==> config.mk <==
export PLATFORM = sky130hd
export DESIGN_NAME = dmt_wdog_timer
export DESIGN_NICKNAME = d
export VERILOG_FILES = /design/src/rtl/dmt_pkg.sv /design/src/rtl/dmt_prescale.sv /design/src/rtl/dmt_fsm.sv /design/src/rtl/dmt_counter.sv /design/src/rtl/dmt_wdog_timer.sv
export SDC_FILE = /design/constraint.sdc
export NUM_CORES = 1
export LEC_CHECK = 0
export ABC_AREA = 1
export ABC_CLOCK_PERIOD_IN_PS = 6300
export CAP_MARGIN = 25
export CORE_AREA = 8 8 117 92
export DETAILED_ROUTE_END_ITERATION = 6
export DIE_AREA = 0 0 125 100
export GPL_TIMING_DRIVEN = 0
export PLACE_DENSITY = 0.67
export SLEW_MARGIN = 20
export SYNTH_ARGS = -nofsm -noshare
export SYNTH_HDL_FRONTEND = slang
export SYNTH_HIERARCHICAL = 1
export SYNTH_SLANG_ARGS = --single-unit
==> constraint.sdc <==
create_clock -name clk -period 6.3 [get_ports clk]
set_input_delay 0.945 -clock clk [delete_from_list [all_inputs] [get_ports clk]]
set_output_delay 0.945 -clock clk [all_outputs]
set_load 0.02 [all_outputs]
==> src/rtl/dmt_pkg.sv <==
package dmt_pkg;
    localparam int CFG_W       = 8;
    localparam int CFG_PD_STOP = 0;
    localparam int CFG_WD_RST  = 1;
    localparam int CFG_PS_LO   = 2;
    localparam int CFG_WD_MODE = 5;
    localparam int CFG_UP      = 6;
    localparam int CFG_EN      = 7;

    typedef enum logic [1:0] {
        ST_IDLE = 2'd0,
        ST_RUN  = 2'd1,
        ST_WDOG = 2'd2
    } tmr_state_e;
endpackage

==> src/rtl/dmt_prescale.sv <==
module dmt_prescale #(
    parameter int MID_LOG = 4,
    parameter int HI_LOG  = 8
) (
    input  logic       clk,
    input  logic       por_n,
    input  logic       restart,
    input  logic       advance,
    input  logic [1:0] sel,
    output logic       tick
);
    localparam int PS_W = HI_LOG;
    localparam logic [PS_W-1:0] LIM_MID = PS_W'((1 << MID_LOG) - 1);
    localparam logic [PS_W-1:0] LIM_HI  = PS_W'((1 << HI_LOG) - 1);

    logic [PS_W-1:0] pre_q;
    logic [PS_W-1:0] lim;

    always_comb begin
        unique case (sel)
            2'b00:   lim = '0;
            2'b01:   lim = LIM_MID;
            default: lim = LIM_HI;
        endcase
    end

    assign tick = advance && (pre_q == lim);

    always_ff @(posedge clk or negedge por_n) begin
        if (!por_n)       pre_q <= '0;
        else if (restart) pre_q <= '0;
        else if (tick)    pre_q <= '0;
        else if (advance) pre_q <= pre_q + 1'b1;
    end


    hold_when_idle_chk: assert property (@(posedge clk) disable iff (!por_n)
        (!advance && !restart) |=> $stable(pre_q));
endmodule

==> src/rtl/dmt_fsm.sv <==
module dmt_fsm
    import dmt_pkg::*;
(
    input  logic             clk,
    input  logic             por_n,
    input  logic             soft_rst,
    input  logic             cfg_wr,
    input  logic [CFG_W-1:0] cfg_wdata,
    output tmr_state_e       state,
    output logic             active,
    output logic             locked,
    output logic             enter_wd
);
    tmr_state_e state_q, state_d;

    always_comb begin
        state_d = state_q;
        if (soft_rst) begin
            state_d = ST_IDLE;
        end else begin
            unique case (state_q)
                ST_IDLE, ST_RUN: begin
                    if (cfg_wr && cfg_wdata[CFG_WD_MODE]) state_d = ST_WDOG;
                    else if (cfg_wr)
                        state_d = cfg_wdata[CFG_EN] ? ST_RUN : ST_IDLE;
                end
                ST_WDOG: state_d = ST_WDOG;
                default: state_d = ST_IDLE;
            endcase
        end
    end

    always_ff @(posedge clk or negedge por_n) begin
        if (!por_n) state_q <= ST_IDLE;
        else        state_q <= state_d;
    end

    always_comb begin
        state    = state_q;
        active   = (state_q == ST_RUN) || (state_q == ST_WDOG);
        locked   = (state_q == ST_WDOG);
        enter_wd = (state_q != ST_WDOG) && (state_d == ST_WDOG);
    end


    wd_sticky_chk: assert property (@(posedge clk) disable iff (!por_n)
        (state_q == ST_WDOG) |=> (state_q == ST_WDOG));
endmodule

==> src/rtl/dmt_counter.sv <==
module dmt_counter #(
    parameter int          W       = 16,
    parameter logic [W-1:0] RST_VAL = W'(16'h0040)
) (
    input  logic         clk,
    input  logic         por_n,
    input  logic         soft_rst,
    input  logic         reload_now,
    input  logic         step,
    input  logic         up,
    input  logic [W-1:0] load_val,
    output logic [W-1:0] cnt,
    output logic         wrap
);
    logic at_term;

    assign at_term = up ? (&cnt) : (cnt == '0);
    assign wrap    = step && at_term && !reload_now && !soft_rst;

    always_ff @(posedge clk or negedge por_n) begin
        if (!por_n)          cnt <= RST_VAL;
        else if (soft_rst)   cnt <= RST_VAL;
        else if (reload_now) cnt <= load_val;
        else if (step) begin
            if (at_term)     cnt <= load_val;
            else if (up)     cnt <= cnt + 1'b1;
            else             cnt <= cnt - 1'b1;
        end
    end


    wrap_reload_chk: assert property (@(posedge clk) disable iff (!por_n)
        wrap |=> (cnt == $past(load_val)));
endmodule

==> src/rtl/dmt_wdog_timer.sv <==
module dmt_wdog_timer
    import dmt_pkg::*;
#(
    parameter int CNT_W   = 16,
    parameter int MID_LOG = 4,
    parameter int HI_LOG  = 8
) (
    input  logic             clk,
    input  logic             por_n,
    input  logic             sys_rst_n,
    input  logic             wr_load,
    input  logic             wr_cfg,
    input  logic             wr_clear,
    input  logic [CNT_W-1:0] wdata,
    input  logic             dbg_halt,
    input  logic             pwr_down,
    output logic [CNT_W-1:0] rd_load,
    output logic [CFG_W-1:0] rd_cfg,
    output logic [CNT_W-1:0] rd_count,
    output logic             irq,
    output logic             rst_req
);
    localparam logic [CNT_W-1:0] DEF_VAL = CNT_W'(16'h0040);

    tmr_state_e       state;
    logic             active, locked, enter_wd;
    logic             soft_rst, reload_now, advance, tick, wrap, up_cnt;
    logic [CNT_W-1:0] load_q;
    logic [CFG_W-1:0] cfg_q;
    logic             irq_q, rst_q;

    assign soft_rst   = !sys_rst_n && !locked;
    assign reload_now = wr_clear || enter_wd;
    assign advance    = active && !dbg_halt && !(pwr_down && cfg_q[CFG_PD_STOP]);
    assign up_cnt     = (state == ST_RUN) && cfg_q[CFG_UP];

    dmt_fsm u_fsm (
        .clk(clk), .por_n(por_n), .soft_rst(soft_rst), .cfg_wr(wr_cfg),
        .cfg_wdata(wdata[CFG_W-1:0]), .state(state), .active(active),
        .locked(locked), .enter_wd(enter_wd)
    );

    dmt_prescale #(.MID_LOG(MID_LOG), .HI_LOG(HI_LOG)) u_pre (
        .clk(clk), .por_n(por_n), .restart(reload_now || soft_rst),
        .advance(advance), .sel(cfg_q[CFG_PS_LO +: 2]), .tick(tick)
    );

    dmt_counter #(.W(CNT_W), .RST_VAL(DEF_VAL)) u_cnt (
        .clk(clk), .por_n(por_n), .soft_rst(soft_rst), .reload_now(reload_now),
        .step(tick), .up(up_cnt), .load_val(load_q), .cnt(rd_count), .wrap(wrap)
    );

    always_ff @(posedge clk or negedge por_n) begin
        if (!por_n) begin
            load_q <= DEF_VAL;
            cfg_q  <= '0;
        end else if (soft_rst) begin
            load_q <= DEF_VAL;
            cfg_q  <= '0;
        end else if (!locked) begin
            if (wr_load) load_q <= wdata;
            if (wr_cfg)  cfg_q  <= wdata[CFG_W-1:0];
        end
    end

    always_ff @(posedge clk or negedge por_n) begin
        if (!por_n) begin
            irq_q <= 1'b0;
            rst_q <= 1'b0;
        end else begin
            rst_q <= wrap && locked && cfg_q[CFG_WD_RST];
            if (soft_rst || wr_clear) irq_q <= 1'b0;
            else if (wrap && !(locked && cfg_q[CFG_WD_RST])) irq_q <= 1'b1;
        end
    end

    assign rd_load = load_q;
    assign rd_cfg  = cfg_q;
    assign irq     = irq_q;
    assign rst_req = rst_q;


    irq_sticky_chk: assert property (@(posedge clk) disable iff (!por_n)
        (irq && !wr_clear && !soft_rst) |=> irq);

    rst_pulse_chk: assert property (@(posedge clk) disable iff (!por_n)
        rst_req |=> !rst_req);

    rst_only_wd_chk: assert property (@(posedge clk) disable iff (!por_n)
        rst_req |-> locked);

    lock_regs_chk: assert property (@(posedge clk) disable iff (!por_n)
        locked |=> ($stable(rd_cfg) && $stable(rd_load)));

    halt_freeze_chk: assert property (@(posedge clk) disable iff (!por_n)
        (dbg_halt && !wr_clear && !soft_rst && !enter_wd) |=> $stable(rd_count));
endmodule

==> results.sh, run 1 <==
export IMPL_post_cts_repair_setup_buffers=0
export IMPL_setup_violations_final=0
export IMPL_post_synth_num_cell_types=34
export IMPL_clock_sinks=52
export IMPL_report_final_slew_viol_count=0
export IMPL_yosysTopAreaCellShare=0.328
export IMPL_slowest_stage="sky130_fd_sc_hd__nor3_2"
export IMPL_cts_repair_resized=0
export IMPL_holdBufCountCts=0
export IMPL_grt_overflow=0
export IMPL_numPlacedInstances=740
export IMPL_ff2ff_setup_slack_ns=3.12
export IMPL_synthArstFlopShare=1.00
export IMPL_synthCells=563
export IMPL_timing_critical_path_fanout_max=9
export IMPL_floorplan_die_width_um=125
export IMPL_layout_cells_excl_fill=748
export IMPL_drt_wirelength_per_cell_um=14.3
export IMPL_via_count=3784
export IMPL_worst_setup_hold_path_clk_slew_ns=0.07
export IMPL_post_synth_top_count_cell="sky130_fd_sc_hd__nand2_1"
export IMPL_p_leak_nw=2.50
export IMPL_total_switching_power_w=0.000779
export IMPL_vdd_ir_drop_worst_v=0.000166
export IMPL_syn_to_final_growth_pct=24.5
export IMPL_synth_edf_count=0
export IMPL_ys_top_cells_by_area="sky130_fd_sc_hd__dfrtp_1 33%, sky130_fd_sc_hd__nand2_1 19%, sky130_fd_sc_hd__nand3_1 9.2%, sky130_fd_sc_hd__inv_1 8.0%, sky130_fd_sc_hd__ha_1 6.2%"
export IMPL_antenna_found_initial=0
export IMPL_grt_pass1_vias=3660
export IMPL_num_fill_cells=907
export IMPL_diodes=0
export IMPL_p_clk_frac=0.161
export IMPL_worstSetupEndpointType="register"
export IMPL_design_portCount=66
export IMPL_post_synth_most_frequent_cells="197 x sky130_fd_sc_hd__nand2_1, 81 x sky130_fd_sc_hd__inv_1, 70 x sky130_fd_sc_hd__nand3_1"
export IMPL_startpoint_kind_of_the_worst_setup_timing_path="input port"
export IMPL_report_final_hold_viol_count=0
export IMPL_final_nets=679
export IMPL_worstPathRequired_ns=6.48
export IMPL_worst_clock_skew_ns=0.00330
export IMPL_crit_path_cell_trace="clkdlybuf4s50_1 -> nor2_1 -> a21oi_1 -> nand3_1 -> nor2_1 -> or2_2 -> nor3_2 -> nor2_4 -> inv_2 -> a21oi_1 -> nand2_1 -> nand2_1"
export IMPL_track_usage=0.173
export IMPL_initial_core_util=0.431
export IMPL_grt_pass1_wl_um=17800
export IMPL_floorplan_core_area_sq_um=8860
export IMPL_power_share_combinational=0.557
export IMPL_finalWirelength_um=10700
export IMPL_synth_net_count=607
export IMPL_max_cap_viol_count=0
export IMPL_critical_path_data_arrival_time_ns=3.73
export IMPL_timing_worst_setup_path_type="in2reg"
export IMPL_drt_iter0_markers=258
export IMPL_worst_slew_margin_relative_to_its_limit=0.545
export IMPL_fin_worst_hold_slack_ns=0.505
export IMPL_synth_sequential_area_ratio=0.342
export IMPL_critical_path_n_buffers_inverters=2
export IMPL_maximum_number_of_pins_on_one_net_before_global_route_repair=53
export IMPL_totalNegativeSetupSlack_ns=0
export IMPL_timing_final_crit_share=0.564
export IMPL_reg_area_sq_um=1300
export IMPL_max_freq_ghz=0.282
export IMPL_yosys_register_bits=52
export IMPL_p_per_area_nw_per_um2=362
export IMPL_fin_crit_ns=3.55
export IMPL_max_slew_worst_pin_slew_ns=0.683
export IMPL_port_buffers=65
export IMPL_power_switching_fraction=0.453
export IMPL_synthesis_area_per_instance_sq_um=6.78
export IMPL_average_via_count_per_standard_cell=5.06
export IMPL_cts_made_buffers=5
export IMPL_run_status="finished, final reports clean"
export IMPL_num_rows=30
export IMPL_worst_skew_pair_late_latency_ns=0.29
export IMPL_tritoncts="done"
export IMPL_synth_cell_area_sq_um=3820
export IMPL_area_occupied_by_multi_input_gates_sq_um=2090
export IMPL_gpl_final_weighted_congestion=0.860
export IMPL_ctsRootBufferMaster="sky130_fd_sc_hd__clkbuf_16"
export IMPL_drive_gt1_frac=0.0676
export IMPL_yosys_warnings=6
export IMPL_cts_buffer_depth=2
export IMPL_grt_setup_unrepaired="no"
export IMPL_hold_path_class="reg2reg"
export IMPL_first_pass_iters=5
export IMPL_cell_int_power_w=0.000942
export IMPL_h_tree_depth=2
export IMPL_die_area_sq_um=12500
export IMPL_route_detailed_drc=0
export IMPL_path_delay_family="simple AND/OR/NAND/NOR gates"
export IMPL_synth_area_leader_cell="sky130_fd_sc_hd__dfrtp_1"
export IMPL_power_share_sequential=0.282
export IMPL_ys_dominant_reg_cell="sky130_fd_sc_hd__dfrtp_1"
export IMPL_timing_critical_path_slowest_cell_delay_ns=0.57
export IMPL_dp_final_hpwl_um=8450
export IMPL_antenna_violating_nets_post_route=0
export IMPL_die_h_um=100
[power by group through the flow]
stage / combinational (W) / clock [W] / sequential (W)
2_1_floorplan: 0.000598 / 0 / 0.000533
3_3_place_gp: 0.000940 / 0 / 0.000489
3_5_place_dp: 0.000954 / 0 / 0.000491
4_1_cts: 0.000959 / 0.000283 / 0.000485
5_1_grt: 0.00109 / 0.000296 / 0.000497
6_report: 0.000959 / 0.000277 / 0.000485
[flip-flops by register name, summed over array words and instances (netlist names)]
| signal | cells |
|---|---|
| rd_load | 16 |
| irq | 1 |
| rst_req | 1 |
| u_pre/pre_q | 8 |
| rd_cfg | 8 |
| u_fsm/state | 2 |
| u_cnt/cnt | 16 |
[layer usage]
| metal | part of all wire | GRT usage | vias to the layer above |
|---|---|---|---|
| met1 | 0.49 | 0.236 | 1781 |
| met5 | 0 | 0 | - |
| met4 | 0.0064 | 0.0317 | 0 |
| met3 | 0.062 | 0.0456 | 6 |
| li1 | - | - | 1904 |
| met2 | 0.44 | 0.272 | 93 |
[final timing paths]
| path | startpoint | end | cells past startpoint |
|---|---|---|---|
| worst max-delay path | sys_rst_n | u_cnt/cnt[12]$_DFFE_PN0P_ | 12 |
| worst min-delay path | rd_cfg[5]$_DFFE_PN0P_ | rd_cfg[5]$_DFFE_PN0P_ | 2 |
| worst max register to register | u_fsm/state[0]$_DFF_PN0_ | u_cnt/cnt[12]$_DFFE_PN0P_ | 13 |
| worst min register to register | rd_cfg[5]$_DFFE_PN0P_ | rd_cfg[5]$_DFFE_PN0P_ | 2 |
| max in group asynchronous | por_n | rd_cfg[6]$_DFFE_PN0P_ | 1 |
| min in group asynchronous | por_n | u_cnt/cnt[3]$_DFFE_PN0P_ | 1 |
[stage by stage]
stage / setup slack (ns) / power [W] / area [sq um] / utilization
global route: 2.56 / 0.00188 / 4750 / 0.536
floorplan: 3.47 / 0.00113 / 3820 / -
finish: 2.75 / 0.00172 / 4750 / 0.536
detailed placement: 2.49 / 0.00144 / 4610 / 0.520
global placement: 2.52 / 0.00143 / 4610 / 0.520
CTS: 2.81 / 0.00173 / 4750 / 0.536
[cell type report]
class,instances,share of cell area
multi-input cells,415,0.440
repair buffers,65,0.136
plain buffers,11,0.0208
clock buffers,8,0.0308
inverters,85,0.0677
flip-flops and latches,52,0.274
well taps,112,0.0295
[placed cells by master (no fill, tap or decap), types with 2 or more instances in the layout]
cell                              netlist  final
sky130_fd_sc_hd__a21oi_1               18     18
sky130_fd_sc_hd__and2_1                 4      4
sky130_fd_sc_hd__buf_4                  3      4
sky130_fd_sc_hd__buf_6                  6      6
sky130_fd_sc_hd__clkbuf_1               1      3
sky130_fd_sc_hd__clkbuf_16              0      5
sky130_fd_sc_hd__clkdlybuf4s50_1        0     64
sky130_fd_sc_hd__dfrtp_1               50     50
sky130_fd_sc_hd__dfstp_2                2      2
sky130_fd_sc_hd__ha_1                  19     19
sky130_fd_sc_hd__inv_1                 81     81
sky130_fd_sc_hd__inv_2                  3      3
sky130_fd_sc_hd__nand2_1              197    197
sky130_fd_sc_hd__nand2_2                4      4
sky130_fd_sc_hd__nand3_1               70     70
sky130_fd_sc_hd__nand3_2                2      2
sky130_fd_sc_hd__nand3b_1               3      3
sky130_fd_sc_hd__nand4_1               15     15
sky130_fd_sc_hd__nor2_1                49     49
sky130_fd_sc_hd__nor2_2                 2      2
sky130_fd_sc_hd__nor2_4                 5      5
sky130_fd_sc_hd__o21ai_0                3      3
sky130_fd_sc_hd__or2_1                  3      3
sky130_fd_sc_hd__or2_2                  3      3
sky130_fd_sc_hd__xnor2_1                6      6
sky130_fd_sc_hd__xor2_1                 4      4
[kinds of logic (layout without fill, tap and decap cells)]
family | after synthesis | in the layout | synth area share
flip-flops | 52 | 52 | 0.342
XOR/XNOR | 10 | 10 | 0.0229
buffers and inverters | 96 | 169 | 0.110
AND/OR/NAND/NOR | 364 | 364 | 0.430
AO/OA/AOI/OAI | 21 | 21 | 0.0275
adder cells (fa/ha/maj) | 20 | 20 | 0.0675
[worst reg2reg max path, stage by stage (launching register included)]
cell and delay [ns]:
sky130_fd_sc_hd__dfrtp_1 0.42, sky130_fd_sc_hd__inv_1 0.10, sky130_fd_sc_hd__ha_1 0.32, sky130_fd_sc_hd__nor2_1 0.54, sky130_fd_sc_hd__a21oi_1 0.11, sky130_fd_sc_hd__nand3_1 0.10
sky130_fd_sc_hd__nor2_1 0.05, sky130_fd_sc_hd__or2_2 0.34, sky130_fd_sc_hd__nor3_2 0.57, sky130_fd_sc_hd__nor2_4 0.14, sky130_fd_sc_hd__inv_2 0.18, sky130_fd_sc_hd__a21oi_1 0.07
sky130_fd_sc_hd__nand2_1 0.08, sky130_fd_sc_hd__nand2_1 0.06
(Power assumes the default switching activity.)
==> inputs of run 2 (changes only) <==
--- a/config.mk
+++ b/config.mk
@@ -6,7 +6,7 @@
 export NUM_CORES = 1
 export LEC_CHECK = 0
 export ABC_AREA = 1
-export ABC_CLOCK_PERIOD_IN_PS = 6300
+export ABC_CLOCK_PERIOD_IN_PS = 3700
 export CAP_MARGIN = 25
 export CORE_AREA = 8 8 117 92
 export DETAILED_ROUTE_END_ITERATION = 6
==> constraint.sdc (replaced) <==
create_clock -name clk -period 3.7 [get_ports clk]
set_input_delay 0.555 -clock clk [delete_from_list [all_inputs] [get_ports clk]]
set_output_delay 0.555 -clock clk [all_outputs]
set_load 0.02 [all_outputs]
==> results of run 2 <==
Same layout as run 1 (identical final DEF). Status: finished, final reports clean.
Among the figures that moved: setup slack after placement 2.49 ns -> 0.281 ns; setup slack after layout 2.75 ns -> 0.516 ns; hold slack 0.505 ns -> 0.301 ns; start point of the critical path sys_rst_n -> u_fsm/state[0]$_DFF_PN0_; register-to-register setup slack 3.12 ns -> 0.52 ns; total power 0.00172 W -> 0.00293 W; worst IR drop on VDD 0.000166 V -> 0.000283 V
==> inputs of run 3 (changes only) <==
==> constraint.sdc (replaced) <==
create_clock -name clk -period 3.7 [get_ports clk]
set_input_delay 0.74 -clock clk [delete_from_list [all_inputs] [get_ports clk]]
set_output_delay 0.74 -clock clk [all_outputs]
set_load 0.02 [all_outputs]
==> results of run 3 <==
Same layout as run 1 (identical final DEF). Status: finished, final reports clean.
Among the figures that moved: setup slack after placement 2.49 ns -> 0.0960 ns; setup slack after layout 2.75 ns -> 0.354 ns; hold slack 0.505 ns -> 0.486 ns; register-to-register setup slack 3.12 ns -> 0.52 ns; total power 0.00172 W -> 0.00293 W; worst IR drop on VDD 0.000166 V -> 0.000283 V
